## src/rtl/tsar_pkg.sv

```systemverilog
package tsar_pkg;

    typedef enum logic [1:0] {
        DIG_ZERO = 2'b00,
        DIG_POS  = 2'b01,
        DIG_NEG  = 2'b11
    } tdig_t;

    typedef enum logic [1:0] {
        ST_IDLE,
        ST_STROBE,
        ST_EVAL,
        ST_FINISH
    } ctl_state_t;

    // A late decision means the input sits near the middle of the range.
    function automatic tdig_t resolve_digit(input logic slow, input logic pol);
        if (slow) return DIG_ZERO;
        return pol ? DIG_POS : DIG_NEG;
    endfunction

endpackage

```

## src/rtl/tsar_ring.sv

```systemverilog
module tsar_ring #(
    parameter int NSTEP     = 10,
    parameter int NUM_TERN  = 4,
    parameter int GROUP_LEN = 2
) (
    input  logic             clk,
    input  logic             rst_n,
    input  logic             load,
    input  logic             adv,
    input  logic             skip,
    output logic [NSTEP-1:0] ring_q,
    output logic             is_last,
    output logic             is_tern,
    output logic             is_lead
);

    function automatic logic [NSTEP-1:0] mk_lead();
        logic [NSTEP-1:0] m;
        m = '0;
        for (int k = 0; k < NUM_TERN; k++)
            if (k % GROUP_LEN == 0) m[k] = 1'b1;
        return m;
    endfunction

    function automatic logic [NSTEP-1:0] mk_tern();
        logic [NSTEP-1:0] m;
        m = '0;
        for (int k = 0; k < NUM_TERN; k++) m[k] = 1'b1;
        return m;
    endfunction

    localparam logic [NSTEP-1:0] LEAD_MASK = mk_lead();
    localparam logic [NSTEP-1:0] TERN_MASK = mk_tern();

    always_ff @(posedge clk) begin
        if (!rst_n)
            ring_q <= '0;
        else if (load)
            ring_q <= NSTEP'(1);
        else if (adv && skip)
            ring_q <= {ring_q[NSTEP-3:0], 2'b00};
        else if (adv)
            ring_q <= {ring_q[NSTEP-2:0], 1'b0};
    end

    assign is_last = ring_q[NSTEP-1];
    assign is_tern = |(ring_q & TERN_MASK);
    assign is_lead = |(ring_q & LEAD_MASK);

endmodule

```

## src/rtl/tsar_digit_store.sv

```systemverilog
module tsar_digit_store
    import tsar_pkg::*;
#(
    parameter int NSTEP    = 10,
    parameter int NUM_TERN = 4
) (
    input  logic                      clk,
    input  logic                      rst_n,
    input  logic                      clr,
    input  logic                      wr_en,
    input  logic [NSTEP-1:0]          ring,
    input  tdig_t                     digit,
    input  logic                      bit_in,
    output logic [2*NUM_TERN-1:0]     tern_q,
    output logic [NSTEP-NUM_TERN-1:0] bin_q
);

    localparam int NBIN = NSTEP - NUM_TERN;

    for (genvar i = 0; i < NUM_TERN; i++) begin : g_tern
        always_ff @(posedge clk) begin
            if (!rst_n || clr)
                tern_q[2*i +: 2] <= DIG_ZERO;
            else if (wr_en && ring[i])
                tern_q[2*i +: 2] <= digit;
        end
    end

    // The first binary step lands in the most significant binary bit.
    for (genvar j = 0; j < NBIN; j++) begin : g_bin
        always_ff @(posedge clk) begin
            if (!rst_n || clr)
                bin_q[NBIN-1-j] <= 1'b0;
            else if (wr_en && ring[NUM_TERN+j])
                bin_q[NBIN-1-j] <= bit_in;
        end
    end

endmodule

```

## src/rtl/tsar_recon.sv

```systemverilog
module tsar_recon
    import tsar_pkg::*;
#(
    parameter int RES      = 10,
    parameter int NUM_TERN = 4
) (
    input  logic [2*NUM_TERN-1:0]   tern_q,
    input  logic [RES-NUM_TERN-1:0] bin_q,
    output logic [RES-1:0]          code
);

    localparam int OFFSET = (1 << (RES-1)) - (1 << (RES-1-NUM_TERN));
    localparam int MAXV   = (1 << RES) - 1;

    int acc;

    always_comb begin
        acc = OFFSET + int'(bin_q);
        for (int k = 0; k < NUM_TERN; k++) begin
            case (tdig_t'(tern_q[2*k +: 2]))
                DIG_POS: acc = acc + (1 << (RES-1-k));
                DIG_NEG: acc = acc - (1 << (RES-1-k));
                default: ;
            endcase
        end
        if (acc < 0)
            code = '0;
        else if (acc > MAXV)
            code = '1;
        else
            code = acc[RES-1:0];
    end

endmodule

```

## src/rtl/tsar_ctrl.sv

```systemverilog
module tsar_ctrl
    import tsar_pkg::*;
#(
    parameter int RES        = 10,
    parameter int NUM_GROUPS = 2,
    parameter int GROUP_LEN  = 2,
    parameter int STROBE_LEN = 2
) (
    input  logic                       clk,
    input  logic                       rst_n,
    input  logic                       start,
    input  logic                       cmp_pol,
    input  logic                       cmp_slow,
    output logic                       cmp_strobe,
    output logic [RES-1:0]             dac_sel,
    output logic                       dac_dir,
    output logic                       busy,
    output logic                       done,
    output logic [RES-1:0]             code,
    output logic [$clog2(RES+1)-1:0]   step_count
);

    localparam int NUM_TERN = NUM_GROUPS * GROUP_LEN;
    localparam int CNT_W    = $clog2(RES+1);
    localparam int SCW      = (STROBE_LEN > 1) ? $clog2(STROBE_LEN) : 1;

    ctl_state_t state_q, state_d;
    logic [SCW-1:0]   stb_cnt_q;
    logic [RES-1:0]   ring;
    logic             is_last, is_tern, is_lead;
    logic             load, in_eval, stb_last, skip, switch_now;
    tdig_t            cur_digit;
    logic [2*NUM_TERN-1:0]   tern_q;
    logic [RES-NUM_TERN-1:0] bin_q;
    logic [RES-1:0]   recon_code;
    logic [RES-1:0]   dac_sel_q, code_q;
    logic             dac_dir_q, done_q;
    logic [CNT_W-1:0] step_count_q;

    assign load       = (state_q == ST_IDLE) && start;
    assign in_eval    = (state_q == ST_EVAL);
    assign stb_last   = (stb_cnt_q == SCW'(STROBE_LEN-1));
    assign cur_digit  = resolve_digit(cmp_slow, cmp_pol);
    assign skip       = is_lead && (cur_digit == DIG_ZERO);
    assign switch_now = !is_tern || (cur_digit != DIG_ZERO);

    tsar_ring #(
        .NSTEP    (RES),
        .NUM_TERN (NUM_TERN),
        .GROUP_LEN(GROUP_LEN)
    ) u_ring (
        .clk    (clk),
        .rst_n  (rst_n),
        .load   (load),
        .adv    (in_eval && !is_last),
        .skip   (skip),
        .ring_q (ring),
        .is_last(is_last),
        .is_tern(is_tern),
        .is_lead(is_lead)
    );

    tsar_digit_store #(
        .NSTEP   (RES),
        .NUM_TERN(NUM_TERN)
    ) u_store (
        .clk   (clk),
        .rst_n (rst_n),
        .clr   (load),
        .wr_en (in_eval),
        .ring  (ring),
        .digit (cur_digit),
        .bit_in(cmp_pol),
        .tern_q(tern_q),
        .bin_q (bin_q)
    );

    tsar_recon #(
        .RES     (RES),
        .NUM_TERN(NUM_TERN)
    ) u_recon (
        .tern_q(tern_q),
        .bin_q (bin_q),
        .code  (recon_code)
    );

    // State register
    always_ff @(posedge clk) begin
        if (!rst_n)
            state_q <= ST_IDLE;
        else
            state_q <= state_d;
    end

    always_comb begin
        state_d = state_q;
        unique case (state_q)
            ST_IDLE:   if (start) state_d = ST_STROBE;
            ST_STROBE: if (stb_last) state_d = ST_EVAL;
            ST_EVAL:   state_d = is_last ? ST_FINISH : ST_STROBE;
            ST_FINISH: state_d = ST_IDLE;
            default:   state_d = ST_IDLE;
        endcase
    end

    // Outputs and per-step datapath
    always_ff @(posedge clk) begin
        if (!rst_n) begin
            stb_cnt_q    <= '0;
            dac_sel_q    <= '0;
            dac_dir_q    <= 1'b0;
            done_q       <= 1'b0;
            code_q       <= '0;
            step_count_q <= '0;
        end else begin
            done_q    <= 1'b0;
            dac_sel_q <= '0;
            if (load) begin
                stb_cnt_q    <= '0;
                step_count_q <= '0;
            end
            if (state_q == ST_STROBE)
                stb_cnt_q <= stb_last ? '0 : stb_cnt_q + SCW'(1);
            if (in_eval) begin
                step_count_q <= step_count_q + CNT_W'(1);
                if (switch_now) begin
                    dac_sel_q <= ring;
                    dac_dir_q <= cmp_pol;
                end
            end
            if (state_q == ST_FINISH) begin
                code_q <= recon_code;
                done_q <= 1'b1;
            end
        end
    end

    assign cmp_strobe = (state_q == ST_STROBE);
    assign busy       = (state_q != ST_IDLE);
    assign dac_sel    = dac_sel_q;
    assign dac_dir    = dac_dir_q;
    assign done       = done_q;
    assign code       = code_q;
    assign step_count = step_count_q;

endmodule

```

## config.mk

```make
export PLATFORM = sky130hd
export DESIGN_NAME = tsar_ctrl
export DESIGN_NICKNAME = d
export VERILOG_FILES = /design/src/rtl/tsar_pkg.sv /design/src/rtl/tsar_ring.sv /design/src/rtl/tsar_digit_store.sv /design/src/rtl/tsar_recon.sv /design/src/rtl/tsar_ctrl.sv
export SDC_FILE = /design/constraint.sdc
export NUM_CORES = 1
export LEC_CHECK = 0
export BUFFER_PORTS_ARGS = -buffer_cell sky130_fd_sc_hd__buf_4
export CAP_MARGIN = 20
export CORE_MARGIN = 4
export CORE_UTILIZATION = 44
export CTS_CLUSTER_DIAMETER = 150
export CTS_CLUSTER_SIZE = 14
export DETAILED_ROUTE_END_ITERATION = 8
export GPL_TIMING_DRIVEN = 0
export PLACE_DENSITY = 0.64
export SYNTH_ARGS = -nofsm -noshare
export SYNTH_HDL_FRONTEND = slang
export SYNTH_SLANG_ARGS = --single-unit
```

## constraint.sdc

```tcl
create_clock -name clk -period 7.26 [get_ports clk]
set_input_delay 0.363 -clock clk [delete_from_list [all_inputs] [get_ports clk]]
set_output_delay 0.363 -clock clk [all_outputs]
set_load 0.02 [all_outputs]
```

; Yosys cells after proc, flatten, opt, wreduce, memory -nomap -nowiden
; Index checks and enable logic that the tools add are counted.
[word_totals]
ff_bits = 53
out_inout_bits = 28
wordCells = 104
[op_classes]
n_addsub = 11
magnitude_cmp = 2
eq_ne = 13
mux = 23
bitwise = 1
n_reduce_logical = 34
[op_table]
columns = cell, n
row1 = $pmux W32 S2, 4
row2 = $mux W10, 4
row3 = $add A32 B10 Y32 const B, 1
row4 = $add A32 B11 Y32 const B, 1
row5 = $add A32 B8 Y32 const B, 1
row6 = $add A32 B9 Y32 const B, 1
row7 = $gt A32 B11 Y1 const B, 1
row8 = $lt A32 B1 Y1 const B, 1
row9 = $sub A32 B10 Y32 const B, 1
row10 = $sub A32 B11 Y32 const B, 1
row11 = $sub A32 B8 Y32 const B, 1
row12 = $sub A32 B9 Y32 const B, 1
row13 = $logic_and A1 B1 Y1, 14
row14 = $eq A2 B2 Y1 const B, 6
row15 = $mux W2, 6
row16 = $add A9 B6 Y10 const A, 1
row17 = $eq A2 B1 Y1 const B, 5
row18 = $reduce_bool A2 Y1, 5
row19 = $mux W4, 2
row20 = $pmux W2 S4, 1
row21 = $mux W1, 6
row22 = $add A4 B1 Y4 const B, 1
row23 = $logic_not A2 Y1, 2
row24 = $reduce_and A2 Y1, 2
row25 = 11 further kinds, 15

; Depth between registers and ports, before layout
; Gate-level depths: netlist (run 1).
[logic_depth]
ltp_word = 12
depth_mapped = 35
mapped_depth_nobuf = 32

; Cells and area by module
; Synthesis (run 1) repeated with hierarchy kept, for this count alone.
[unflattened]
hier_cells = 798
area_unflattened_um2 = 6060.8
[by_module_without_submodules]
columns = mod, instances, cells_each, area_per_inst_um2
row1 = tsar_recon, 1, 574, 3900.0
row2 = tsar_ctrl, 1, 116, 1069.8
row3 = tsar_digit_store, 1, 61, 631.9
row4 = tsar_ring, 1, 47, 459.2

; Least setup slack after synthesis (run 1)
; Ideal clock, no wire load.
[synth_timing]
path_type = reg-to-reg
from = reg u_store.tern_q[2]
to = reg code_q[7] (netlist: code[7])
setup_ns = 0.137
arrival_time_ns = 6.219
t_required_ns = 7.123
setup_slack_ns = 0.905
path_stages_with_launch = 32
cell_sequence = dfxtp_1 -> buf_2 -> buf_2 -> and2_1 -> ha_1 -> nor2b_1 -> o21ai_0 -> nand2_1 -> inv_1 -> fa_1 -> inv_1 -> fa_1 -> a21o_1 -> ha_1 -> a21oi_1 -> o21ai_0 -> or3_1 -> o21ai_0 -> nor3_1 -> a211oi_1 -> ha_1 -> clkbuf_1 -> a21o_1 -> a21oi_1 -> o2bb2ai_1 -> and4b_1 -> a21oi_1 -> xnor2_1 -> a41oi_1 -> nand4_1 -> a21oi_4 -> a311oi_1
[synth_via]
elab_chain_cells = 9
elab_cells_between_ends = 13
classes_between = 4 x add/sub / 2 x order compare / 2 x eq/ne / 5 x mux
[synth_lines]
columns = item, line
row1 = start: declaration, tsar_digit_store.sv:14  ; output logic [2*NUM_TERN-1:0] tern_q,
row2 = start signal: indexed assignment, tsar_digit_store.sv:25  ; tern_q[2*i +: 2] <= digit;
row3 = $eq A2 B2 Y1 or $eq A2 B1 Y1 (tied branches), tsar_recon.sv:20  ; case (tdig_t'(tern_q[2*k +: 2]))
row4 = $pmux W32 S2 *, tsar_recon.sv:20
row5 = $sub A32 B9 Y32 or $add A32 B9 Y32 (tied branches), "tsar_recon.sv:22, tsar_recon.sv:21"
row6 = $pmux W32 S2 *, tsar_recon.sv:20
row7 = $sub A32 B8 Y32 or $add A32 B8 Y32 (tied branches), "tsar_recon.sv:22, tsar_recon.sv:21"
row8 = $pmux W32 S2 *, tsar_recon.sv:20
row9 = $gt A32 B11 Y1, tsar_recon.sv:28  ; else if (acc > MAXV)
row10 = $mux W10, tsar_recon.sv:28
row11 = $mux W10 *, tsar_recon.sv:26  ; if (acc < 0)
row12 = end signal: assignment, tsar_ctrl.sv:132  ; code_q <= recon_code;
row13 = end: declaration, tsar_ctrl.sv:36  ; logic [RES-1:0] dac_sel_q, code_q;
; Every way passes the cells marked *; elsewhere a longest branch is shown, timed or not.
; A chain may end at the register's enable or synchronous reset.

; Worst setup path in the final report (run 1)
; Ends and elaborated chain as after synthesis.

==> flow_summary.ini, run 1 <==
[die]
start_util = 0.451
ios = 33
die_h_microns = 122
fp.dieW_microns = 122
coreArea_sq_um = 12700
rows = 41
die_area_sq_um = 14900

[worst_setup_path]
crit_type = flop to flop
cp-end-kind = flop
path_delay_family = simple AND/OR/NAND/NOR gates
cpMostUsedCell = nand2_1
startpoint_type = flop
path_max_fanout = 10
critical_path_buf_inv_count = 6
slowest_delay_ns = 0.49
crit_slowest_cell = or4b_1
required_ns = 7.41
cp.arrival_ns = 7.04

[detailed_routing]
drt_iter0_drc = 476
vias = 5975
post-route-drc-count = 0
avgViaCountPerCell = 5.93
dr.pass1.iters = 5
wl_microns = 17300
avgRoutedWirePerCell_microns = 17.2
ant_nets = 0

[layout]
instances_no_fill = 1008
regArea_sq_um = 1060
n_antenna_cell = 0
fin_nets = 894
drive_gt1_frac = 0.132
area_delta_synth_final_pct = 16.1
multi_input_area_sq_um = 4580
n_fill_cell = 1296

[synthesis]
syn-mean-instance-area_sq_um = 7.22
yosysUniqueCellTypes = 70
synth_area_leaders = dfxtp_1 (18%), ha_1 (9.8%), a21oi_1 (7.7%)
ys_ff_latch = 53
synth_compound_gate_area_share = 0.292
synth.cell_area_sq_um = 5740
synthXorXnorAreaFrac = 0.0549
yosysSeqAreaShare = 0.185
synth_top_family_by_area = compound AO/OA/AOI/OAI gates
synth_top_area_frac = 0.185
synthMuxAreaShare = 0.0364
syn_nets = 854
syn-instance-count = 795
synth_fa_ha_area_frac = 0.129
yosysWarnings = 0
ys.flop_type = dfxtp_1
synthSimpleGateAreaFrac = 0.248
synth_edf_count = 0
yosysTopAreaCell = dfxtp_1
async_flop_share = 0

[job]
maxCapViolCount = 0

[timing]
relSlewSlack = 0.315
timing.fmax_mhz = 145
hold_violations = 0
min_period_ns = 6.89
max_slew.worst_pin.slew_ns = 1.03
fin_crit_sh = 0.949
slew_violations = 0
finClkSkew_ns = 0.00497
setup_viol = 0

[placement]
gp_congestion = 0.928
io_buffers = 30
place_inst = 997
hpwl_microns = 13500

[power_and_ir_drop]
p_int_mw = 0.499
p_switching_mw = 0.123
switching_share = 0.198
p_comb_frac = 0.041
seqPwrFrac = 0.473
total_power_mw = 0.622
pwr-share-clk = 0.486
p_per_area_nw_per_um2 = 93.4
ir_drop_uv = 139
leakagePower_nw = 2.96

[clock_network]
htreeDepth = 2
clk_path_buf_depth = 2
clk_pin_slew_ns = 0.07
cts_tree = done
cts_root_buf = clkbuf_16
clk_latency_ns = 0.29
numCtsBuffers = 5
clock_sinks = 53

[global_route]
grt_first_pass_wirelength_microns = 28600
overflow = 0
antenna_found_initial = 0
grt_pass1_vias = 5810
gr-usage-all-layers = 0.234
grt_max_degree = 25

[min_path]
hp-class = input port to flop

[status]
status = completed
power by group through the flow:
stage	clock network [mW]	logic (mW)	registers, mW
floorplan	0	0.0161	0.301
global placement	0	0.0249	0.301
detailed placement	0	0.0254	0.301
global route	0.322	0.0283	0.295
CTS	0.309	0.0256	0.294
finish	0.302	0.0255	0.295
final timing paths:
path / from / endpoint / slack (ns) / cells past startpoint
setup reg to reg: u_store.tern_q[2] / code[7] / 0.37 / 32
hold / removal: rst_n / code[3] / 0.38 / 3
setup / recovery: u_store.tern_q[2] / code[7] / 0.37 / 32
hold reg to reg: u_store.tern_q[3] / u_store.tern_q[3] / 0.46 / 2
cell type report:
cell class                      count  share of cell area
Timing Repair Buffer               38              0.0466
Tap cell                          172              0.0323
Sequential cell                    53               0.159
Clock inverter                      3              0.0103
Buffer                             37              0.0261
Clock buffer                        5              0.0188
Inverter                           35              0.0197
Multi-Input combinational cell    665               0.687
flip-flops by register name (all words and copies together), names as in the netlist:
register / cells
u_store.bin_q: 6
code: 10
stb_cnt_q: 1
dac_sel: 10
u_store.tern_q: 8
state_q: 2
step_count: 4
u_ring.ring_q: 10
dac_dir: 1
done: 1
worst min-delay path, delay by kind of cell:
family	cells	cell delay (ns)
AOI/OAI and AO/OA	2	0.11
buffers and inverters	1	0.14
cell usage in the layout (no fill, tap or decap), types with 8 or more instances in the layout:
master	n
nand2b_1	11
a21oi_1	81
xor2_1	13
xnor2_1	23
nor2_1	70
clkbuf_1	21
nor2b_1	8
and2_1	24
nor3_1	14
and3_1	9
mux2i_1	14
nand2_1	85
nand4_1	11
dfxtp_1	53
o21ai_0	42
buf_2	8
fa_1	9
a31oi_1	16
inv_1	35
o21a_1	9
buf_4	37
ha_1	39
nand3_1	26
a211oi_1	9
a21o_1	22
o21bai_1	9
per-stage QoR:
step | cell area [sq um] | setup slack (ns) | util | hold slack (ns) | TNS, ns
after floorplan | 5740 | 0.905 | - | 0.432 | 0
after global placement | 6180 | -0.667 | 0.486 | 0.448 | -6.24
after detailed placement | 6180 | -0.735 | 0.486 | 0.450 | -6.62
after CTS | 6450 | 0.0279 | 0.507 | 0.373 | 0
after global routing | 6670 | -0.0406 | 0.524 | 0.391 | -0.0483
final | 6670 | 0.373 | 0.524 | 0.376 | 0
cells by family (layout without fill, tap and decap cells):
family | count (synthesis) | in the layout
flip-flops | 53 | 53
adder cells (fa/ha/maj) | 54 | 54
multiplexers | 20 | 21
XOR/XNOR | 36 | 36
buffers and inverters | 78 | 118
AO/OA/AOI/OAI | 262 | 262
AND/OR/NAND/NOR | 292 | 292
cell usage after synthesis, drive strengths merged (3+ instances only):
library cell  instances
nor2b                 8
nor4                  9
a31oi                16
nand3                26
nor2                 72
ha                   45
a211oi               12
mux2                  4
a21o                 22
nand2                85
o31ai                 8
and3                  9
dfxtp                53
a2111oi               5
o21ai                51
and2                 26
a311oi                6
nor3                 14
a21oi                89
fa                    9
nand2b               11
o21a                  9
o2111ai               3
o211a                 4
or3                   5
xnor2                23
o21bai               10
buf                  15
clkbuf               28
nand4                11
o211ai                5
or2                   5
mux2i                16
a22oi                 4
xor2                 13
a21boi                3
inv                  35
what timing repair did:
| item | 4_1_cts | 5_1_grt |
|---|---|---|
| pin swaps | 1 | 7 |
| buffers inserted | 2 | 6 |
| endpoints found under the setup margin | 10 | 10 |
| hold buffers | 0 | 0 |
| gates cloned | 1 | 0 |
| gates resized for setup | 13 | 43 |
routing by layer:
| metal | routed length (microns) | vias up | share of wire | global-route usage |
|---|---|---|---|---|
| li1 | - | 2975 | - | - |
| met4 | 508 | 0 | 0.029 | 0.0791 |
| met3 | 746 | 35 | 0.043 | 0.0327 |
| met5 | 0 | - | 0 | 0 |
| met2 | 8470 | 158 | 0.49 | 0.403 |
| met1 | 7570 | 2807 | 0.44 | 0.299 |
Power figures use the tool's default switching activity.
==> run 2: changes to the inputs <==
--- a/config.mk
+++ b/config.mk
@@ -5,15 +5,15 @@
 export SDC_FILE = /design/constraint.sdc
 export NUM_CORES = 1
 export LEC_CHECK = 0
-export BUFFER_PORTS_ARGS = -buffer_cell sky130_fd_sc_hd__buf_4
 export CAP_MARGIN = 20
 export CORE_MARGIN = 4
 export CORE_UTILIZATION = 44
 export CTS_CLUSTER_DIAMETER = 150
 export CTS_CLUSTER_SIZE = 14
 export DETAILED_ROUTE_END_ITERATION = 8
+export DONT_BUFFER_PORTS = 1
 export GPL_TIMING_DRIVEN = 0
-export PLACE_DENSITY = 0.64
+export PLACE_DENSITY = 0.62
 export SYNTH_ARGS = -nofsm -noshare
 export SYNTH_HDL_FRONTEND = slang
 export SYNTH_SLANG_ARGS = --single-unit
==> flow_summary.ini, run 2 (synthesis results as in run 1) <==
[clock_network]
clk_path_buf_depth = 2
clk_pin_slew_ns = 0.07
clock_sinks = 53
numCtsBuffers = 5
htreeDepth = 2
cts_hold_buffers = 0
cts_tree = done
clk_latency_ns = 0.29
cts_root_buf = clkbuf_16

[timing]
fin_crit_sh = 0.952
rsz0062_at_grt = false
min_period_ns = 6.91
finClkSkew_ns = 0.00731
hold_violations = 0
max_slew.worst_pin.slew_ns = 0.952
relSlewSlack = 0.364
timing.final.ws_setup_ns = 0.346
slew_violations = 0
setup-tns-final_ns = 0
setup_viol = 0
timing.fmax_mhz = 145
holdWs_ns = 0.205

[job]
maxCapViolCount = 0

[detailed_routing]
ant_nets = 0
dr.pass1.iters = 5
vias = 5892
post-route-drc-count = 0
drt_iter0_drc = 507
wl_microns = 17200
avgRoutedWirePerCell_microns = 17.6
avgViaCountPerCell = 6.04

[min_path]
hp-class = input port to flop
whs_path_depth = 2

[layout]
final_cell_mix = nand2_1 (85), a21oi_1 (79), nor2_1 (71)
final_common_cell = nand2_1
multi_input_area_sq_um = 4540
drive_gt1_frac = 0.0871
regArea_sq_um = 1060
area_delta_synth_final_pct = 10.4
design_area_sq_um = 6340
fin_nets = 862
n_fill_cell = 1312
n_antenna_cell = 0

[die]
rows = 41
coreArea_sq_um = 12700
die_h_microns = 122
ios = 33
fp.dieW_microns = 122
start_util = 0.451
die_area_sq_um = 14900

[worst_setup_path]
path_delay_family = simple AND/OR/NAND/NOR gates
crit_type = flop to flop
path_depth = 32
cp.arrival_ns = 7.07
rr_worst_depth = 32
startpoint_type = flop
required_ns = 7.41
slowest_delay_ns = 0.48
cpMostUsedCell = nand2_1
critical_path_buf_inv_count = 6
cp-end-kind = flop
crit_slowest_cell = or4b_1
path_max_fanout = 10

[power_and_ir_drop]
p_per_area_nw_per_um2 = 89.8
ir_drop_uv = 152
leakagePower_nw = 2.77

[global_route]
gr-usage-all-layers = 0.226
overflow = 0
grt_first_pass_wirelength_microns = 27800
grt_max_degree = 25
grt_pass1_vias = 5639
antenna_found_initial = 0

[status]
status = completed

[placement]
io_buffers = 0
placed_area_sq_um = 5960
hpwl_microns = 13300
gp_congestion = 0.949
pre_cts_slack_ns = -0.867
run 2: cell types whose count changed in the layout (fill, tap and decap cells not counted), sizes merged:
cell	delta
buf	-30
bufinv	-2
run 2: cell type report:
| cell class | count | area share |
|---|---|---|
| multi-input combinational | 665 | 0.716 |
| clock buffer | 7 | 0.0241 |
| timing repair buffer | 7 | 0.0103 |
| inverter | 35 | 0.0207 |
| tap | 172 | 0.0339 |
| sequential | 53 | 0.167 |
| buffer | 36 | 0.0262 |
| clock inverter | 1 | 0.00138 |
run 2: metal layers:
layer / part of all wire / up-vias / track usage
li1: - / 2902 / -
met1: 0.44 / 2792 / 0.288
met2: 0.50 / 168 / 0.401
met3: 0.037 / 30 / 0.0221
met4: 0.021 / 0 / 0.0735
met5: 0 / - / 0
run 2: path summary, 6_finish.rpt:
check	startpoint	end	slack, ns
max	u_store.tern_q[2]	code[7]	0.35
min	rst_n	code[6]	0.20
min reg2reg	u_store.tern_q[5]	u_store.tern_q[5]	0.46
max reg2reg	u_store.tern_q[2]	code[7]	0.35
run 2: timing repair:
item,CTS,global route
setup buffers,3,4
gates resized for setup,12,34
endpoints found under the setup margin,10,10
pin swaps,2,4
gates cloned,1,0
run 2: report_power, final:
group	switching, mW	internal [mW]	total (mW)
Sequential	0.00227	0.293	0.295
Combinational	0.0161	0.00551	0.0216
Clock	0.105	0.148	0.253
Total	0.123	0.446	0.569
run 2: per-stage QoR:
stage / power, mW / std cells / util
after floorplan: 0.317 / 795 / -
after global placement: 0.323 / 967 / 0.468
after detailed placement: 0.323 / 967 / 0.468
after CTS: 0.574 / 978 / 0.487
after global routing: 0.587 / 976 / 0.498
final: 0.569 / 976 / 0.498
==> run 3: changes to the inputs <==
--- a/config.mk
+++ b/config.mk
@@ -14,6 +14,8 @@
 export DONT_BUFFER_PORTS = 1
 export GPL_TIMING_DRIVEN = 0
 export PLACE_DENSITY = 0.62
+export REMOVE_ABC_BUFFERS = 1
 export SYNTH_ARGS = -nofsm -noshare
 export SYNTH_HDL_FRONTEND = slang
+export SYNTH_HIERARCHICAL = 1
 export SYNTH_SLANG_ARGS = --single-unit
==> flow_summary.ini, run 3 <==
[detailed_routing]
avgViaCountPerCell = 6.24
ant_nets = 0
dr.pass1.iters = 5
vias = 5963
post-route-drc-count = 0
wl_microns = 16500
avgRoutedWirePerCell_microns = 17.3
drt_iter0_drc = 546

[synthesis]
synth.cell_area_sq_um = 6060
synth_edf_count = 0
async_flop_share = 0
syn-instance-count = 798
yosysWarnings = 6
ys.flop_type = dfxtp_1
ys_ff_latch = 53
synth_area_leaders = dfxtp_1 (18%), ha_1 (9.3%), a21oi_1 (7.4%)
synth_commonest_cells = a21oi_1 (90), nand2_1 (84), nor2_1 (67)
synth.most_common_cell = a21oi_1
yosysSeqAreaShare = 0.175
yosysTopAreaCell = dfxtp_1
syn-mean-instance-area_sq_um = 7.60
synth_top_area_frac = 0.175
yosysUniqueCellTypes = 84

[timing]
slew_violations = 0
finClkSkew_ns = 0.00590
setup_viol = 0
setup-tns-final_ns = 0
timing.fmax_mhz = 144
max_slew.worst_pin.slew_ns = 1.08
fin_crit_sh = 0.954
hold_violations = 0
timing.final.ws_setup_ns = 0.331
relSlewSlack = 0.277
holdWs_ns = 0.193
min_period_ns = 6.93
rsz0062_at_grt = false

[clock_network]
cts_tree = done
numCtsBuffers = 5
clk_pin_slew_ns = 0.07
htreeDepth = 2
clk_path_buf_depth = 2
cts_root_buf = clkbuf_16
clock_sinks = 53
clk_latency_ns = 0.28

[status]
status = completed

[worst_setup_path]
cp.arrival_ns = 7.09
cp-end-kind = flop
crit_type = flop to flop
rrSetupSlack_ns = 0.33
path_max_fanout = 12
required_ns = 7.42
slowest_delay_ns = 0.59
cpMostUsedCell = nand2_1
startpoint_type = flop
critical_path_buf_inv_count = 5
crit_slowest_cell = or4_4
path_delay_family = simple AND/OR/NAND/NOR gates

[layout]
final_common_cell = a21oi_1
design_area_sq_um = 6480
final_cell_mix = a21oi_1 (84), nand2_1 (82), nor2_1 (65)
fin_nets = 837
area_delta_synth_final_pct = 6.92
n_antenna_cell = 0
instances_no_fill = 955
drive_gt1_frac = 0.127

[global_route]
grt_first_pass_wirelength_microns = 26700
overflow = 0
grt_pass1_vias = 5516
grt_max_degree = 50
gr-usage-all-layers = 0.197
antenna_found_initial = 0

[power_and_ir_drop]
leakagePower_nw = 2.69
ir_drop_uv = 178
p_per_area_nw_per_um2 = 90.7

[die]
start_util = 0.454
ios = 33
die_area_sq_um = 15700
fp.dieW_microns = 125
coreArea_sq_um = 13300
die_h_microns = 125
rows = 42

[placement]
pre_cts_slack_ns = -1.08
placed_area_sq_um = 6030
place_inst = 929
hpwl_microns = 12100
gp_congestion = 0.920
io_buffers = 0

[job]
maxCapViolCount = 0

[min_path]
hp-class = input port to flop
run 3: cell count changes after synthesis, moves of 7 or more:
cell	change
and2_4	+10
a21oi_2	+7
a32oi_1	+10
a21bo_2	+9
inv_1	-12
o21ai_0	-15
clkbuf_1	-11
and2_1	-19
run 3: power breakdown:
part           leakage (nW)  internal (mW)  switching (mW)
Clock                0.0841          0.172          0.0970
Combinational          2.17        0.00726          0.0144
Sequential            0.431          0.292         0.00434
Total                  2.69          0.472           0.116
run 3: worst paths after layout:
| check | startpoint | end | cells after the start |
|---|---|---|---|
| worst max register to register | u_store/tern_q[2] | code[0] | 30 |
| worst min register to register | stb_cnt_q | stb_cnt_q | 2 |
| worst max-delay path | u_store/tern_q[2] | code[0] | 30 |
| worst min-delay path | rst_n | u_ring/ring_q[0] | 1 |
run 3: routing by layer:
layer / up-vias / track usage / part of all wire
met5: - / 0 / 0
met4: 0 / 0.0689 / 0.029
met3: 42 / 0.0247 / 0.050
met2: 200 / 0.330 / 0.47
met1: 2818 / 0.261 / 0.45
li1: 2903 / - / -
run 3: worst reg2reg max path, delay by kind of cell, from the launching register on:
family	cells	cell delay, ns
AO/OA/AOI/OAI	8	1.69
XOR/XNOR	1	0.09
AND/OR/NAND/NOR	9	1.82
buffers and inverters	5	0.65
adder cells (fa/ha/maj)	5	1.74
multiplexers	2	0.42
flip-flops	1	0.39
run 3: cell families (layout without fill, tap and decap cells):
group / count (synthesis) / count (layout) / synth area share
AO/OA/AOI/OAI: 269 / 271 / 0.307
XOR/XNOR: 34 / 34 / 0.0491
adder cells (fa/ha/maj): 54 / 54 / 0.123
buffers and inverters: 71 / 50 / 0.0588
flip-flops: 53 / 53 / 0.175
multiplexers: 23 / 23 / 0.0384
AND/OR/NAND/NOR: 294 / 294 / 0.249
run 3: repair_timing:
| action | 4_1_cts | 5_1_grt |
|---|---|---|
| gates resized for setup | 15 | 20 |
| hold endpoints to repair | 0 | 0 |
| hold buffers | 0 | 0 |
| gates cloned | 1 | 1 |
| buffers inserted | 5 | 10 |
| pin swaps | 1 | 8 |
| setup endpoints to repair | 10 | 10 |
run 3: through the flow:
stage / util / power, mW
finish: 0.485 / 0.588
global route: 0.485 / 0.613
CTS: 0.472 / 0.595
detailed placement: 0.451 / 0.326
global placement: 0.451 / 0.325
floorplan: - / 0.321
run 3: cell type report:
class / instances / area, sq um
clock buffer: 7 / 143
timing repair buffer: 16 / 133
sequential: 53 / 1070
inverter: 26 / 104
clock inverter: 1 / 30.0
tap: 176 / 220
fill: 1353 / 6870
multi-input combinational: 676 / 4780
